### src/rtl/irqd_pkg.sv
package irqd_pkg;

    localparam int SRC_N      = 5;
    localparam int IDX_W      = $clog2(SRC_N);
    localparam int REG_W      = 8;
    localparam int ADDR_W     = 16;
    localparam int BYTE_W     = 8;
    localparam int STEP_W     = 3;
    localparam int STEP_FIRST = 1;
    localparam int STEP_HI    = 3;
    localparam int STEP_LO    = 4;
    localparam int STEP_LAST  = 5;
    localparam int VEC_STRIDE = 8;
    localparam logic [ADDR_W-1:0] VEC_BASE   = 16'h0040;
    localparam logic [ADDR_W-1:0] VEC_ABORT  = 16'h0000;

    typedef enum logic [1:0] {
        ME_OFF   = 2'd0,
        ME_ARMED = 2'd1,
        ME_ON    = 2'd2
    } mstr_e;

    typedef struct packed {
        logic              active;
        logic [STEP_W-1:0] step;
        logic [IDX_W-1:0]  src;
        logic              abort;
        logic [ADDR_W-1:0] pc;
        logic [ADDR_W-1:0] sp;
    } disp_s;

    // lowest set index wins
    function automatic logic [IDX_W-1:0] first_set(input logic [SRC_N-1:0] v);
        logic [IDX_W-1:0] r;
        r = '0;
        for (int i = SRC_N - 1; i >= 0; i--) begin
            if (v[i]) r = IDX_W'(i);
        end
        return r;
    endfunction

    function automatic logic [ADDR_W-1:0] vec_addr(input logic [IDX_W-1:0] s);
        return VEC_BASE + (ADDR_W'(s) * ADDR_W'(VEC_STRIDE));
    endfunction

endpackage

### src/rtl/irqd_regs.sv
module irqd_regs
    import irqd_pkg::*;
(
    input  logic              clk,
    input  logic              rst,
    input  logic [SRC_N-1:0]  req,
    input  logic              we,
    input  logic              sel,
    input  logic [REG_W-1:0]  wdata,
    input  logic              clr,
    input  logic [IDX_W-1:0]  clr_src,
    output logic [REG_W-1:0]  flag_q,
    output logic [REG_W-1:0]  mask_q
);

    logic flag_we;
    logic mask_we;

    assign flag_we = we && !sel;
    assign mask_we = we && sel;

    always_ff @(posedge clk) begin
        if (rst)          mask_q <= '0;
        else if (mask_we) mask_q <= wdata;
    end

    for (genvar b = 0; b < REG_W; b++) begin : g_flag
        if (b < SRC_N) begin : g_src
            // write, then clear on service, then new request on top
            logic nxt;
            always_comb begin
                nxt = flag_we ? wdata[b] : flag_q[b];
                if (clr && (clr_src == IDX_W'(b))) nxt = 1'b0;
                if (req[b]) nxt = 1'b1;
            end
            always_ff @(posedge clk) begin
                if (rst) flag_q[b] <= 1'b0;
                else     flag_q[b] <= nxt;
            end
        end else begin : g_spare
            always_ff @(posedge clk) begin
                if (rst)          flag_q[b] <= 1'b0;
                else if (flag_we) flag_q[b] <= wdata[b];
            end
        end
    end

endmodule

### src/rtl/irqd_master.sv
module irqd_master
    import irqd_pkg::*;
(
    input  logic  clk,
    input  logic  rst,
    input  logic  ei,
    input  logic  di,
    input  logic  take,
    output logic  is_on
);

    mstr_e st_q;
    mstr_e st_d;

    always_comb begin
        st_d = st_q;
        if (take || di)                  st_d = ME_OFF;
        else if (st_q == ME_ARMED)       st_d = ME_ON;
        else if (ei && st_q == ME_OFF)   st_d = ME_ARMED;
    end

    always_ff @(posedge clk) begin
        if (rst) st_q <= ME_OFF;
        else     st_q <= st_d;
    end

    assign is_on = (st_q == ME_ON);

endmodule

### src/rtl/irqd_seq.sv
module irqd_seq
    import irqd_pkg::*;
(
    input  logic              clk,
    input  logic              rst,
    input  logic              start,
    input  logic [IDX_W-1:0]  start_src,
    input  logic [ADDR_W-1:0] pc_cur,
    input  logic [ADDR_W-1:0] sp_cur,
    input  logic [SRC_N-1:0]  mask,
    output logic              busy,
    output logic              stk_we,
    output logic [ADDR_W-1:0] stk_addr,
    output logic [BYTE_W-1:0] stk_wdata,
    output logic              sp_ld,
    output logic [ADDR_W-1:0] sp_nxt,
    output logic              pc_ld,
    output logic [ADDR_W-1:0] pc_nxt,
    output logic              clr,
    output logic [IDX_W-1:0]  clr_src
);

    disp_s d_q;
    logic  at_hi;
    logic  at_lo;
    logic  at_end;

    assign at_hi  = d_q.active && (d_q.step == STEP_W'(STEP_HI));
    assign at_lo  = d_q.active && (d_q.step == STEP_W'(STEP_LO));
    assign at_end = d_q.active && (d_q.step == STEP_W'(STEP_LAST));

    always_ff @(posedge clk) begin
        if (rst) begin
            d_q <= '0;
        end else if (start && !d_q.active) begin
            d_q.active <= 1'b1;
            d_q.step   <= STEP_W'(STEP_FIRST);
            d_q.src    <= start_src;
            d_q.abort  <= 1'b0;
            d_q.pc     <= pc_cur;
            d_q.sp     <= sp_cur;
        end else if (d_q.active) begin
            if (at_hi) d_q.abort <= !mask[d_q.src];
            if (at_end) begin
                d_q.active <= 1'b0;
                d_q.step   <= '0;
            end else begin
                d_q.step   <= d_q.step + STEP_W'(1);
            end
        end
    end

    assign busy      = d_q.active;
    assign stk_we    = at_hi || at_lo;
    assign stk_addr  = at_lo ? (d_q.sp - ADDR_W'(2)) : (d_q.sp - ADDR_W'(1));
    assign stk_wdata = at_lo ? d_q.pc[BYTE_W-1:0] : d_q.pc[ADDR_W-1:BYTE_W];
    assign sp_ld     = at_lo;
    assign sp_nxt    = d_q.sp - ADDR_W'(2);
    assign pc_ld     = at_end;
    assign pc_nxt    = d_q.abort ? VEC_ABORT : vec_addr(d_q.src);
    assign clr       = at_end && !d_q.abort;
    assign clr_src   = d_q.src;

endmodule

### src/rtl/irq_dispatch.sv
module irq_dispatch
    import irqd_pkg::*;
(
    input  logic              clk,
    input  logic              rst,
    input  logic [SRC_N-1:0]  irq_req,
    input  logic              reg_we,
    input  logic              reg_sel,
    input  logic [REG_W-1:0]  reg_wdata,
    output logic [REG_W-1:0]  flag_rdata,
    output logic [REG_W-1:0]  mask_rdata,
    input  logic              at_fetch,
    input  logic              ei_cmd,
    input  logic              di_cmd,
    input  logic [ADDR_W-1:0] pc_cur,
    input  logic [ADDR_W-1:0] sp_cur,
    output logic              fetch_allow,
    output logic              stk_we,
    output logic [ADDR_W-1:0] stk_addr,
    output logic [BYTE_W-1:0] stk_wdata,
    output logic              sp_ld,
    output logic [ADDR_W-1:0] sp_nxt,
    output logic              pc_ld,
    output logic [ADDR_W-1:0] pc_nxt,
    output logic              halt_wake
);

    logic [REG_W-1:0] flag_q;
    logic [REG_W-1:0] mask_q;
    logic [SRC_N-1:0] live;
    logic             me_on;
    logic             seq_busy;
    logic             take;
    logic             clr;
    logic [IDX_W-1:0] clr_src;

    assign live = flag_q[SRC_N-1:0] & mask_q[SRC_N-1:0];
    assign take = at_fetch && me_on && (|live) && !seq_busy;

    irqd_regs u_regs (
        .clk     (clk),
        .rst     (rst),
        .req     (irq_req),
        .we      (reg_we),
        .sel     (reg_sel),
        .wdata   (reg_wdata),
        .clr     (clr),
        .clr_src (clr_src),
        .flag_q  (flag_q),
        .mask_q  (mask_q)
    );

    irqd_master u_master (
        .clk   (clk),
        .rst   (rst),
        .ei    (ei_cmd),
        .di    (di_cmd),
        .take  (take),
        .is_on (me_on)
    );

    irqd_seq u_seq (
        .clk       (clk),
        .rst       (rst),
        .start     (take),
        .start_src (first_set(live)),
        .pc_cur    (pc_cur),
        .sp_cur    (sp_cur),
        .mask      (mask_q[SRC_N-1:0]),
        .busy      (seq_busy),
        .stk_we    (stk_we),
        .stk_addr  (stk_addr),
        .stk_wdata (stk_wdata),
        .sp_ld     (sp_ld),
        .sp_nxt    (sp_nxt),
        .pc_ld     (pc_ld),
        .pc_nxt    (pc_nxt),
        .clr       (clr),
        .clr_src   (clr_src)
    );

    assign flag_rdata  = flag_q;
    assign mask_rdata  = mask_q;
    assign fetch_allow = !seq_busy;
    assign halt_wake   = (|irq_req) &&
                         (|((flag_q[SRC_N-1:0] | irq_req) & mask_q[SRC_N-1:0]));

endmodule

### config.mk
export PLATFORM = sky130hd
export DESIGN_NAME = irq_dispatch
export DESIGN_NICKNAME = d
export VERILOG_FILES = /design/src/rtl/irqd_pkg.sv /design/src/rtl/irqd_regs.sv /design/src/rtl/irqd_master.sv /design/src/rtl/irqd_seq.sv /design/src/rtl/irq_dispatch.sv
export SDC_FILE = /design/constraint.sdc
export NUM_CORES = 1
export LEC_CHECK = 0
export BUFFER_PORTS_ARGS = -buffer_cell sky130_fd_sc_hd__buf_4
export CAP_MARGIN = 5
export CORE_MARGIN = 10
export CORE_UTILIZATION = 50
export DETAILED_ROUTE_END_ITERATION = 16
export PLACE_DENSITY = 0.86
export SYNTH_ARGS = -nofsm -noshare
export SYNTH_HDL_FRONTEND = slang
export SYNTH_SLANG_ARGS = --single-unit
### constraint.sdc
create_clock -name clk -period 4.7 [get_ports clk]
set_input_delay 0.94 -clock clk [delete_from_list [all_inputs] [get_ports clk]]
set_output_delay 0.94 -clock clk [all_outputs]
set_load 0.03 [all_outputs]
== Yosys cells after proc, flatten, opt, wreduce, memory -nomap -nowiden ==
Cells that the tools add are included.

* Register bits: 58
* Latch bits: 0
* Bits in writable memories: 0
* ROM bits: 0
* Output and inout port bits: 77
* Word-level logic and storage cells: 105
* Memories kept: 0

* Add/sub/neg operators: 4
* Multiply operators: 0
* Divide/modulo/power cells: 0
* Magnitude comparators: 1
* Eq/ne operators: 9
* Shifts and indexed selects: 0
* Mux-type cells: 31
* Bitwise gates (word level): 3
* Reduce and logical (&&, ||, !) cells: 39

{| class="wikitable"
|+ Operator list
! operator !! number
|-
| 16-bit two-way mux || 2
|-
| 3-bit two-way mux || 6
|-
| 1-bit logical AND || 17
|-
| 1-bit two-way mux || 17
|-
| 16-bit by 1-bit subtractor with 16-bit output, second input constant || 1
|-
| 16-bit by 2-bit subtractor with 16-bit output, second input constant || 1
|-
| 3-bit nonzero test || 5
|-
| 5-bit OR reduction || 3
|-
| 5-bit bitwise AND || 2
|-
| 3-bit by 2-bit == test with 1-bit output, second input constant || 3
|-
| 3-bit == test, second input constant || 3
|-
| 7-bit by 6-bit adder with 8-bit output, first input constant || 1
|-
| 4-bit two-way mux || 2
|-
| 8-bit two-way mux || 1
|-
| 5-bit bitwise OR || 1
|-
| 1-bit logical NOT || 4
|-
| 3-bit by 4-bit < comparator with 1-bit output, second input constant || 1
|-
| 2-bit two-way mux || 2
|-
| 2-bit nonzero test || 2
|-
| 2-bit OR reduction || 2
|-
| 3-bit by 1-bit adder with 3-bit output, second input constant || 1
|-
| 1-bit binary-select mux with 3-bit select || 1
|-
| 3-bit by 1-bit == test with 1-bit output, second input constant || 1
|-
| 3-bit logical NOT || 1
|-
| 6 further kinds || 7
|}

== Depth between registers and ports, before layout ==
Gate-level depths: netlist of the first run.

* Word-level depth: 6
* Depth in mapped cells: 7
* Mapped depth without buffers: 6

== Cells and area by module ==
A second synthesis of the first run with hierarchy kept.

* Cells, all modules: 414
* Area total of the unflattened synthesis: 3239.4 um^2

{| class="wikitable"
|+ By module, submodules not included
! module !! times used !! cells each !! area an instance (um^2)
|-
| irqd_seq || 1 || 311 || 2337.2
|-
| irqd_regs || 1 || 76 || 705.7
|-
| irq_dispatch || 1 || 19 || 110.1
|-
| irqd_master || 1 || 8 || 86.3
|}

== Worst setup path after synthesis of the first run ==
No wires, ideal clock.

* Path type: register -> output
* Start: reg u_seq.d_q[8] (netlist bit)
* End: out stk_addr[14]
* Arrival time: 2.033 ns
* Setup slack: 1.727 ns
* Cell stages (with the launch flop): 6
* Buffers on the path: 1
* Cells stage by stage: dfxtp_1 > buf_6 > or4_4 > or4_4 > a21oi_2 > xor2_1

* Cells in the longest elaborated chain, start to end: 2
* Elaborated cells between the ends (all ways): 3
* Those cells by class: add/sub: 2; mux: 1

{| class="wikitable"
|+ Ends and longest elaborated chain
! item !! line !! source
|-
| start, declared || irqd_seq.sv:23 || <nowiki>disp_s d_q;</nowiki>
|-
| 16-bit by 1-bit subtractor with 16-bit output / 16-bit by 2-bit subtractor with 16-bit output (equally long branches) || irqd_seq.sv:55 || <nowiki>assign stk_addr = at_lo ? (d_q.sp - ADDR_W'(2)) : (d_q.sp - ADDR_W'(1));</nowiki>
|-
| 16-bit two-way mux * || irqd_seq.sv:55 ||
|-
| end, declared || irq_dispatch.sv:19 || <nowiki>output logic [ADDR_W-1:0] stk_addr,</nowiki>
|}

Every way passes the cells marked *; elsewhere a longest branch is shown, timed or not.

== Final worst setup path of the first run ==
* Start: reg u_seq.d_q[37] (netlist bit)
* End: out stk_addr[12]

* Cells in the longest elaborated chain, start to end: 3

{| class="wikitable"
|+ Ends and longest elaborated chain
! item !! line !! source
|-
| 3-bit == test || irqd_seq.sv:29 || <nowiki>assign at_lo = d_q.active && (d_q.step == STEP_W'(STEP_LO));</nowiki>
|-
| 1-bit logical AND || irqd_seq.sv:29 ||
|-
| 16-bit two-way mux || irqd_seq.sv:55 ||
|}

No other way between the ends.

==> impl_metrics.tcl, run 1 <==
set metrics [dict create \
    status "completed" \
    period_needed_ns 3.53 \
    grt.total_usage_pct 17.5 \
    clock-sinks 58 \
    postSynth.asyncResetShare_pct 0 \
    power_leakage_nw 1.75 \
    postSynthCellCount 397 \
    dieArea_sq_um 9990 \
    r2r_setup_slack_ns 2.76 \
    via_per_inst 5.30 \
    drt-total-wl_um 9320 \
    wl_met2_um 5000 \
    max_cap_viol_count 0 \
    wl_met1_um 3540 \
    synth_top_area_cell "dfxtp_1" \
    synth_area_leaders "dfxtp_1 (36%), nand2_1 (10%), a21oi_1 (7.5%), xor2_1 (5.8%), mux2_2 (3.5%)" \
    whs_path_depth 2 \
    cts_made_buffers 9 \
    yosysWarnings 0 \
    worstSetupPathType "flop to output port" \
    die_h_um 100 \
    area_growth_pct 31.5 \
    hold_viol 0 \
    fp.coreArea_sq_um 6280 \
    cp.required_ns 3.76 \
    ant_nets 0 \
    grt_pass1_wl_um 14600 \
    clk_latency_ns 0.33 \
    grt_max_degree 59 \
    power_per_cell_area_nw_per_um2 265 \
    cpMaxStageDelayCell "or3b_4" \
    initial_utilization_pct 50.9 \
    clkSlewWorstSetupHoldPaths_ns 0.07 \
    gp_congestion 0.932 \
    r2r-end "u_seq.d_q[26]" \
    ys_seq_area_share_pct 36.3 \
    finalClockSkew_ns 0.00892 \
    path_delay_family "simple AND/OR/NAND/NOR gates" \
    cts_resized 0 \
    pin_count 129 \
    max_freq_ghz 0.283 \
    hp-class "flop to flop" \
    synth_flop_cell "dfxtp_1" \
    antenna_found_initial 0 \
    layout-drive-gt1-share_pct 31.6 \
    nNetsFinal 557 \
    r2r_start "u_regs.mask_q[2]" \
    period_share_pct 75.2 \
    postSynthAreaPerCell_sq_um 8.05 \
    cts_tree "yes" \
    rsz0062_at_grt "no" \
    slew_headroom_pct 39.6 \
    synth_top_area_share_pct 36.3 \
    end_kind "output port" \
    rows 29 \
    final_cell_mix "buf_4 (119), nand2_1 (85), dfxtp_1 (58), a21oi_1 (48), nor2_1 (23)" \
    fin_setup_tns_ns 0 \
    wl_per_cell_um 16.1 \
    vias 3075 \
    cp.arrival_ns 2.59 \
    min_to "u_seq.d_q[25]" \
    cts_setup_buffers 0 \
    highest_layer "met4" \
    path_buf_inv 2 \
    cts_root_buf "clkbuf_8" \
    utilization_pct 67.0 \
    drt_iter0_drc 184 \
    reg2reg_depth 5 \
    synth-edff-count 0 \
    ys_types 48 \
    fillCellCount 531 \
    setup-violations-final 0 \
    route.met3.wl_um 619 \
    crit_chain "inv_1 -> ha_1 -> nand3_1 -> or3b_4 -> a211oi_1 -> xor2_1 -> buf_4" \
    clock_path_buffers 2 \
    grt_pass1_vias 2943 \
    crit_path_start_kind "flop" \
    layout_commonest_cell "buf_4" \
    hpwl_um 7090 \
    hold_buffers 0 \
    portBuffers 116 \
    slew_viol_final 0 \
    mappedNetlistArea_sq_um 3200 \
    drc_errors 0 \
    hold_path.startpoint "u_seq.d_q[25]" \
    tightest_slew_ns 0.904 \
    peakVddDrop_mv 0.197 \
    synth_seq_cells 58 \
    die_w_um 100 \
    grt_overflow 0 \
    cp_max_fo 13 \
    diodes 0 \
    slowest_delay_ns 0.59 \
    dr.pass1.iters 4 \
    htreeDepth 3 \
]
[power breakdown]
part | switching (W) | internal [W]
Sequential | 0.0000102 | 0.000501
Clock | 0.000198 | 0.000258
Combinational | 0.0000830 | 0.0000626
[state kept, by name (all words and copies together), names as in the netlist]
name	flops
u_regs.mask_q	8
u_seq.busy	1
u_seq.clr_src	3
u_regs.flag_q	8
u_master.st_q	2
u_seq.d_q	36
[worst min-delay path, cell delays in order (launching register included)]
cell and delay [ns]:
dfxtp_1 0.31, nand2_1 0.05, a21oi_1 0.05
[cell usage after synthesis, types with 8 or more instances]
master / number
nor3_1: 9
nor2_1: 23
buf_4: 14
buf_2: 9
inv_1: 12
xor2_1: 21
clkbuf_1: 13
nand2_1: 85
dfxtp_1: 58
mux2_2: 10
nand3_1: 12
a21oi_1: 48
mux2i_1: 8
[logic make-up after synthesis]
family,synth area share (%)
compound gates,15.8
xor+xnor,7.67
buf+inv,8.57
fa+ha+maj,2.74
other cells,0.117
mux,6.73
simple gates,22.0
flops,36.3
[cell type report]
class	instances	area [sq um]	area share (%)
Multi-Input combinational cell	298	1810	43.1
Sequential cell	58	1160	27.6
Timing Repair Buffer	119	893	21.3
Clock buffer	11	141	3.36
Tap cell	77	96.3	2.29
Clock inverter	5	53.8	1.28
Inverter	12	45.0	1.07
[through the flow]
stage	hold WS (ns)	instances	worst slack, ns	power (W)	instance area (sq um)
CTS	0.454	580	1.15	0.00112	4200
detailed placement	0.445	564	1.52	0.000667	4010
global placement	0.438	564	1.54	0.000664	4010
floorplan	0.433	408	1.73	0.000607	3240
finish	0.452	580	1.17	0.00111	4200
global route	0.473	580	0.957	0.00115	4200
[layer usage]
layer  global-route usage, %  vias up
li1                        -     1534
met1                    19.2     1421
met2                    31.6      104
met3                    3.64       16
met4                    7.61        0
met5                       0        -
[worst max path at each step]
stage | startpoint | to | slack (ns) | depth (start not counted)
after global routing | u_seq.d_q[37] | stk_addr[10] | 0.96 | 7
after detailed placement | u_seq.d_q[37] | stk_addr[10] | 1.52 | 7
after floorplan | u_seq.d_q[8] | stk_addr[14] | 1.73 | 5
final | u_seq.d_q[37] | stk_addr[12] | 1.17 | 7
after CTS | u_seq.d_q[37] | stk_addr[10] | 1.15 | 7
after global placement | u_seq.d_q[36] | stk_addr[10] | 1.54 | 7
Power figures use the tool's default switching activity.
==> run 2: changes to the inputs <==
--- a/config.mk
+++ b/config.mk
@@ -8,9 +8,9 @@
 export BUFFER_PORTS_ARGS = -buffer_cell sky130_fd_sc_hd__buf_4
 export CAP_MARGIN = 5
 export CORE_MARGIN = 10
-export CORE_UTILIZATION = 50
+export CORE_UTILIZATION = 49
 export DETAILED_ROUTE_END_ITERATION = 16
-export PLACE_DENSITY = 0.86
+export PLACE_DENSITY = 0.85
 export SYNTH_ARGS = -nofsm -noshare
 export SYNTH_HDL_FRONTEND = slang
 export SYNTH_SLANG_ARGS = --single-unit
==> constraint.sdc (replaced) <==
create_clock -name clk -period 3.6 [get_ports clk]
set_input_delay 0.72 -clock clk [delete_from_list [all_inputs] [get_ports clk]]
set_output_delay 0.72 -clock clk [all_outputs]
set_load 0.03 [all_outputs]
==> impl_metrics.tcl, run 2 (synthesis results as in run 1) <==
set metrics [dict create \
    max_cap_viol_count 0 \
    hold_slack_ns 0.457 \
    antenna_found_initial 0 \
    final_cell_mix "buf_4 (119), nand2_1 (85), dfxtp_1 (58), a21oi_1 (48), nor2_1 (23)" \
    drt_iter0_drc 190 \
    period_share_pct 86.9 \
    worstSetupPathType "flop to output port" \
    grt_pass1_wl_um 14800 \
    dieArea_sq_um 10200 \
    ant_nets 0 \
    finalClockSkew_ns 0.0135 \
    power_leakage_nw 1.76 \
    gp_congestion 0.890 \
    nNetsFinal 557 \
    hold_buffers 0 \
    via_per_inst 5.35 \
    largest_register_ffs 36 \
    layout_commonest_cell "buf_4" \
    period_needed_ns 3.13 \
    peakVddDrop_mv 0.271 \
    cts_tree "yes" \
    tightest_slew_ns 0.966 \
    initial_utilization_pct 50.3 \
    hpwl_um 7190 \
    diodes 0 \
    dr.pass1.iters 4 \
    area_growth_pct 32.2 \
    fp.coreArea_sq_um 6350 \
    vias 3104 \
    cts_resized 0 \
    rsz0062_at_grt "no" \
    cts_root_buf "clkbuf_8" \
    dp.cells 564 \
    crit_path_start_kind "flop" \
    cp.required_ns 2.88 \
    rows 29 \
    die_w_um 101 \
    slew_headroom_pct 35.5 \
    clkSlewWorstSetupHoldPaths_ns 0.06 \
    grt_pass1_vias 3083 \
    clk_latency_ns 0.34 \
    htreeDepth 3 \
    hold_viol 0 \
    grt_max_degree 59 \
    pin_count 129 \
    reg_top3 "u_seq.d_q: 36 flops, u_regs.flag_q: 8 flops, u_regs.mask_q: 8 flops" \
    setup-violations-final 0 \
    slew_viol_final 0 \
    portBuffers 116 \
    cp_max_fo 21 \
    drt-total-wl_um 9450 \
    layout-drive-gt1-share_pct 31.6 \
    end_kind "output port" \
    drc_errors 0 \
    hp-class "flop to flop" \
    clock-sinks 58 \
    power_per_cell_area_nw_per_um2 360 \
    clock_path_buffers 2 \
    wl_per_cell_um 16.3 \
    max_freq_ghz 0.320 \
    cp.arrival_ns 2.41 \
    status "completed" \
    fin_setup_tns_ns 0 \
    grt_overflow 0 \
    cts_made_buffers 9 \
    regMostFlops "u_seq.d_q" \
    grt.total_usage_pct 17.7 \
    die_h_um 101 \
    cts_setup_buffers 0 \
    stdcell_count 580 \
]
==> run 2: cell types whose count changed in the layout (fill, tap and decap cells not counted) <==
| cell | delta |
|---|---|
| clkinvlp_4 | +1 |
| clkinv_2 | -1 |
| bufinv_16 | +1 |
| clkinv_4 | -1 |
==> run 2: worst paths after layout <==
| path | start | end | slack (ns) | cells past startpoint |
|---|---|---|---|---|
| worst min register to register | u_seq.d_q[29] | u_seq.d_q[29] | 0.46 | 2 |
| worst max register to register | u_seq.busy | u_regs.flag_q[2] | 1.73 | 4 |
| worst max-delay path | u_seq.d_q[36] | stk_addr[10] | 0.47 | 8 |
| worst min-delay path | u_seq.d_q[29] | u_seq.d_q[29] | 0.46 | 2 |
==> run 2: routing by layer <==
layer / vias up / share of wire [%] / GRT usage [%]
met5: - / 0 / 0
met4: 0 / 1.4 / 6.30
met3: 11 / 5.6 / 5.08
met2: 94 / 53 / 31.2
met1: 1464 / 40 / 19.7
li1: 1535 / - / -
==> run 2: critical path, stage by stage (launching register included) <==
cell       delay, ns
dfxtp_1         0.36
inv_1           0.07
ha_1            0.19
nand3_1         0.10
buf_4           0.29
nand3_1         0.29
a2111oi_4       0.38
xor2_1          0.20
buf_4           0.19
==> run 2: stage by stage <==
stage / area (sq um) / total power (W) / setup WS [ns] / utilization [%]
after global routing: 4230 / 0.00158 / 0.325 / 66.6
after floorplan: 3240 / 0.000793 / 0.847 / -
after detailed placement: 4010 / 0.000871 / 0.841 / 63.1
final: 4230 / 0.00152 / 0.471 / 66.6
after global placement: 4010 / 0.000869 / 0.934 / 63.1
after CTS: 4230 / 0.00154 / 0.469 / 66.6
==> run 2: final cells by class <==
type | count | area (sq um)
Fill cell | 535 | 2120
Multi-Input combinational cell | 298 | 1810
Sequential cell | 58 | 1160
Timing Repair Buffer | 119 | 893
Clock buffer | 11 | 141
Tap cell | 77 | 96.3
Clock inverter | 5 | 77.6
Inverter | 12 | 45.0
==> run 2: power breakdown <==
| part | switching (W) | internal (W) | total [W] |
|---|---|---|---|
| Combinational | 0.000109 | 0.0000817 | 0.000190 |
| Clock | 0.000259 | 0.000406 | 0.000665 |
| Sequential | 0.0000133 | 0.000654 | 0.000667 |
| Total | 0.000381 | 0.00114 | 0.00152 |
==> run 3: changes to the inputs <==
--- a/config.mk
+++ b/config.mk
@@ -7,10 +7,12 @@
 export LEC_CHECK = 0
 export BUFFER_PORTS_ARGS = -buffer_cell sky130_fd_sc_hd__buf_4
 export CAP_MARGIN = 5
+export CELL_PAD_IN_SITES_DETAIL_PLACEMENT = 1
+export CELL_PAD_IN_SITES_GLOBAL_PLACEMENT = 1
 export CORE_MARGIN = 10
-export CORE_UTILIZATION = 49
+export CORE_UTILIZATION = 34
 export DETAILED_ROUTE_END_ITERATION = 16
-export PLACE_DENSITY = 0.85
+export PLACE_DENSITY = 0.83
 export SYNTH_ARGS = -nofsm -noshare
 export SYNTH_HDL_FRONTEND = slang
 export SYNTH_SLANG_ARGS = --single-unit
==> impl_metrics.tcl, run 3 (synthesis results as in run 1) <==
set metrics [dict create \
    diodes 0 \
    htreeDepth 3 \
    status "completed" \
    die_h_um 117 \
    cp_max_fo 12 \
    dr.pass1.iters 4 \
    largest_register_ffs 36 \
    cpMaxStageDelayCell "or3b_4" \
    max_freq_ghz 0.321 \
    dieArea_sq_um 13700 \
    gp_congestion 0.837 \
    peakVddDrop_mv 0.187 \
    antenna_found_initial 0 \
    via_per_inst 5.12 \
    period_share_pct 86.4 \
    layout-drive-gt1-share_pct 31.4 \
    drt-total-wl_um 11000 \
    cts_resized 0 \
    dp.cells 599 \
    regMostFlops "u_seq.d_q" \
    power_per_cell_area_nw_per_um2 331 \
    grt_pass1_wl_um 17300 \
    cts_made_buffers 9 \
    crit_chain "inv_1 -> ha_1 -> nand3_1 -> buf_4 -> or3b_4 -> a2111oi_4 -> xor2_1 -> buf_4" \
    pin_count 129 \
    cpMostUsedCell "buf_4" \
    slowest_delay_ns 0.46 \
    hpwl_um 8620 \
    fin_setup_tns_ns 0 \
    stdcell_count 614 \
    nNetsFinal 558 \
    end_kind "output port" \
    grt_overflow 0 \
    rows 35 \
    ant_nets 0 \
    initial_utilization_pct 34.8 \
    hp-class "flop to flop" \
    grt_pass1_vias 3422 \
    cts_setup_buffers 0 \
    hold_buffers 0 \
    crit_path_start_kind "flop" \
    grt.total_usage_pct 15.9 \
    setup-violations-final 0 \
    vias 3141 \
    utilization_pct 46.0 \
    clock_path_buffers 2 \
    worstSetupPathType "flop to output port" \
    final_cell_mix "buf_4 (120), nand2_1 (85), dfxtp_1 (58), a21oi_1 (48), nor2_1 (23)" \
    clk_latency_ns 0.34 \
    power_leakage_nw 1.74 \
    fillCellCount 1164 \
    setup_slack_ns 0.488 \
    rsz0062_at_grt "no" \
    tightest_slew_ns 0.951 \
    area_growth_pct 32.3 \
    portBuffers 116 \
    cts_root_buf "clkbuf_8" \
    layout_commonest_cell "buf_4" \
    clkSlewWorstSetupHoldPaths_ns 0.06 \
    drt_iter0_drc 109 \
    slew_viol_final 0 \
    hold_viol 0 \
    cts_tree "yes" \
    grt_max_degree 59 \
    fp.coreArea_sq_um 9200 \
    slew_headroom_pct 36.5 \
    preCtsSetupSlack_ns 0.831 \
    cp.arrival_ns 2.39 \
    period_needed_ns 3.11 \
    max_cap_viol_count 0 \
    cp.required_ns 2.88 \
    reg_top3 "u_seq.d_q: 36 flops, u_regs.flag_q: 8 flops, u_regs.mask_q: 8 flops" \
    clock-sinks 58 \
    wl_per_cell_um 17.9 \
    drc_errors 0 \
    finalClockSkew_ns 0.00905 \
    die_w_um 117 \
]
==> run 3: cell types whose count changed in the layout (fill, tap and decap cells not counted), sizes merged <==
cell and delta:
buf +1, bufinv -2, clkbuf +2, clkinv -1
==> run 3: metal layers <==
layer | track usage (%) | share of wire, %
met1 | 16.9 | 40
met5 | 0 | 0
met2 | 29.3 | 53
met3 | 3.72 | 5.2
met4 | 6.75 | 1.8
==> run 3: final timing paths <==
path,start,end,slack [ns],cells after the start
hold / removal,u_seq.d_q[20],u_seq.d_q[20],0.45,2
hold reg to reg,u_seq.d_q[20],u_seq.d_q[20],0.45,2
setup reg to reg,u_seq.busy,u_regs.flag_q[3],1.63,4
setup / recovery,u_seq.d_q[36],stk_addr[10],0.49,8
==> run 3: stage by stage <==
stage | instance area, sq um | hold slack, ns | total power (W)
floorplan | 3240 | 0.433 | 0.000793
global placement | 4060 | 0.439 | 0.000872
finish | 4230 | 0.453 | 0.00140
global route | 4230 | 0.480 | 0.00146
detailed placement | 4060 | 0.449 | 0.000876
CTS | 4230 | 0.458 | 0.00141
==> run 3: critical path: cells and delay by family (launching register included) <==
family,cells,cell delay [ns]
and+or+nand+nor,2,0.55
buffers and inverters,3,0.49
AOI/OAI and AO/OA,1,0.37
DFF,1,0.33
xor gates and xnor gates,1,0.17
adders and majority gates,1,0.15
==> run 3: layout make-up <==
| class | instances | area (sq um) | share of cell area, % |
|---|---|---|---|
| flip-flops and latches | 58 | 1160 | 27.5 |
| multi-input cells | 298 | 1810 | 42.8 |
| well taps | 111 | 139 | 3.28 |
| clock inverters | 2 | 12.5 | 0.296 |
| clock buffers | 13 | 159 | 3.76 |
| inverters | 12 | 45.0 | 1.07 |
| repair buffers | 120 | 901 | 21.3 |
==> run 3: power breakdown <==
part           internal [W]  total, W  switching [W]
Sequential         0.000654  0.000668      0.0000146
Combinational     0.0000818  0.000193       0.000112
Clock              0.000283  0.000538       0.000256
Total               0.00102   0.00140       0.000382
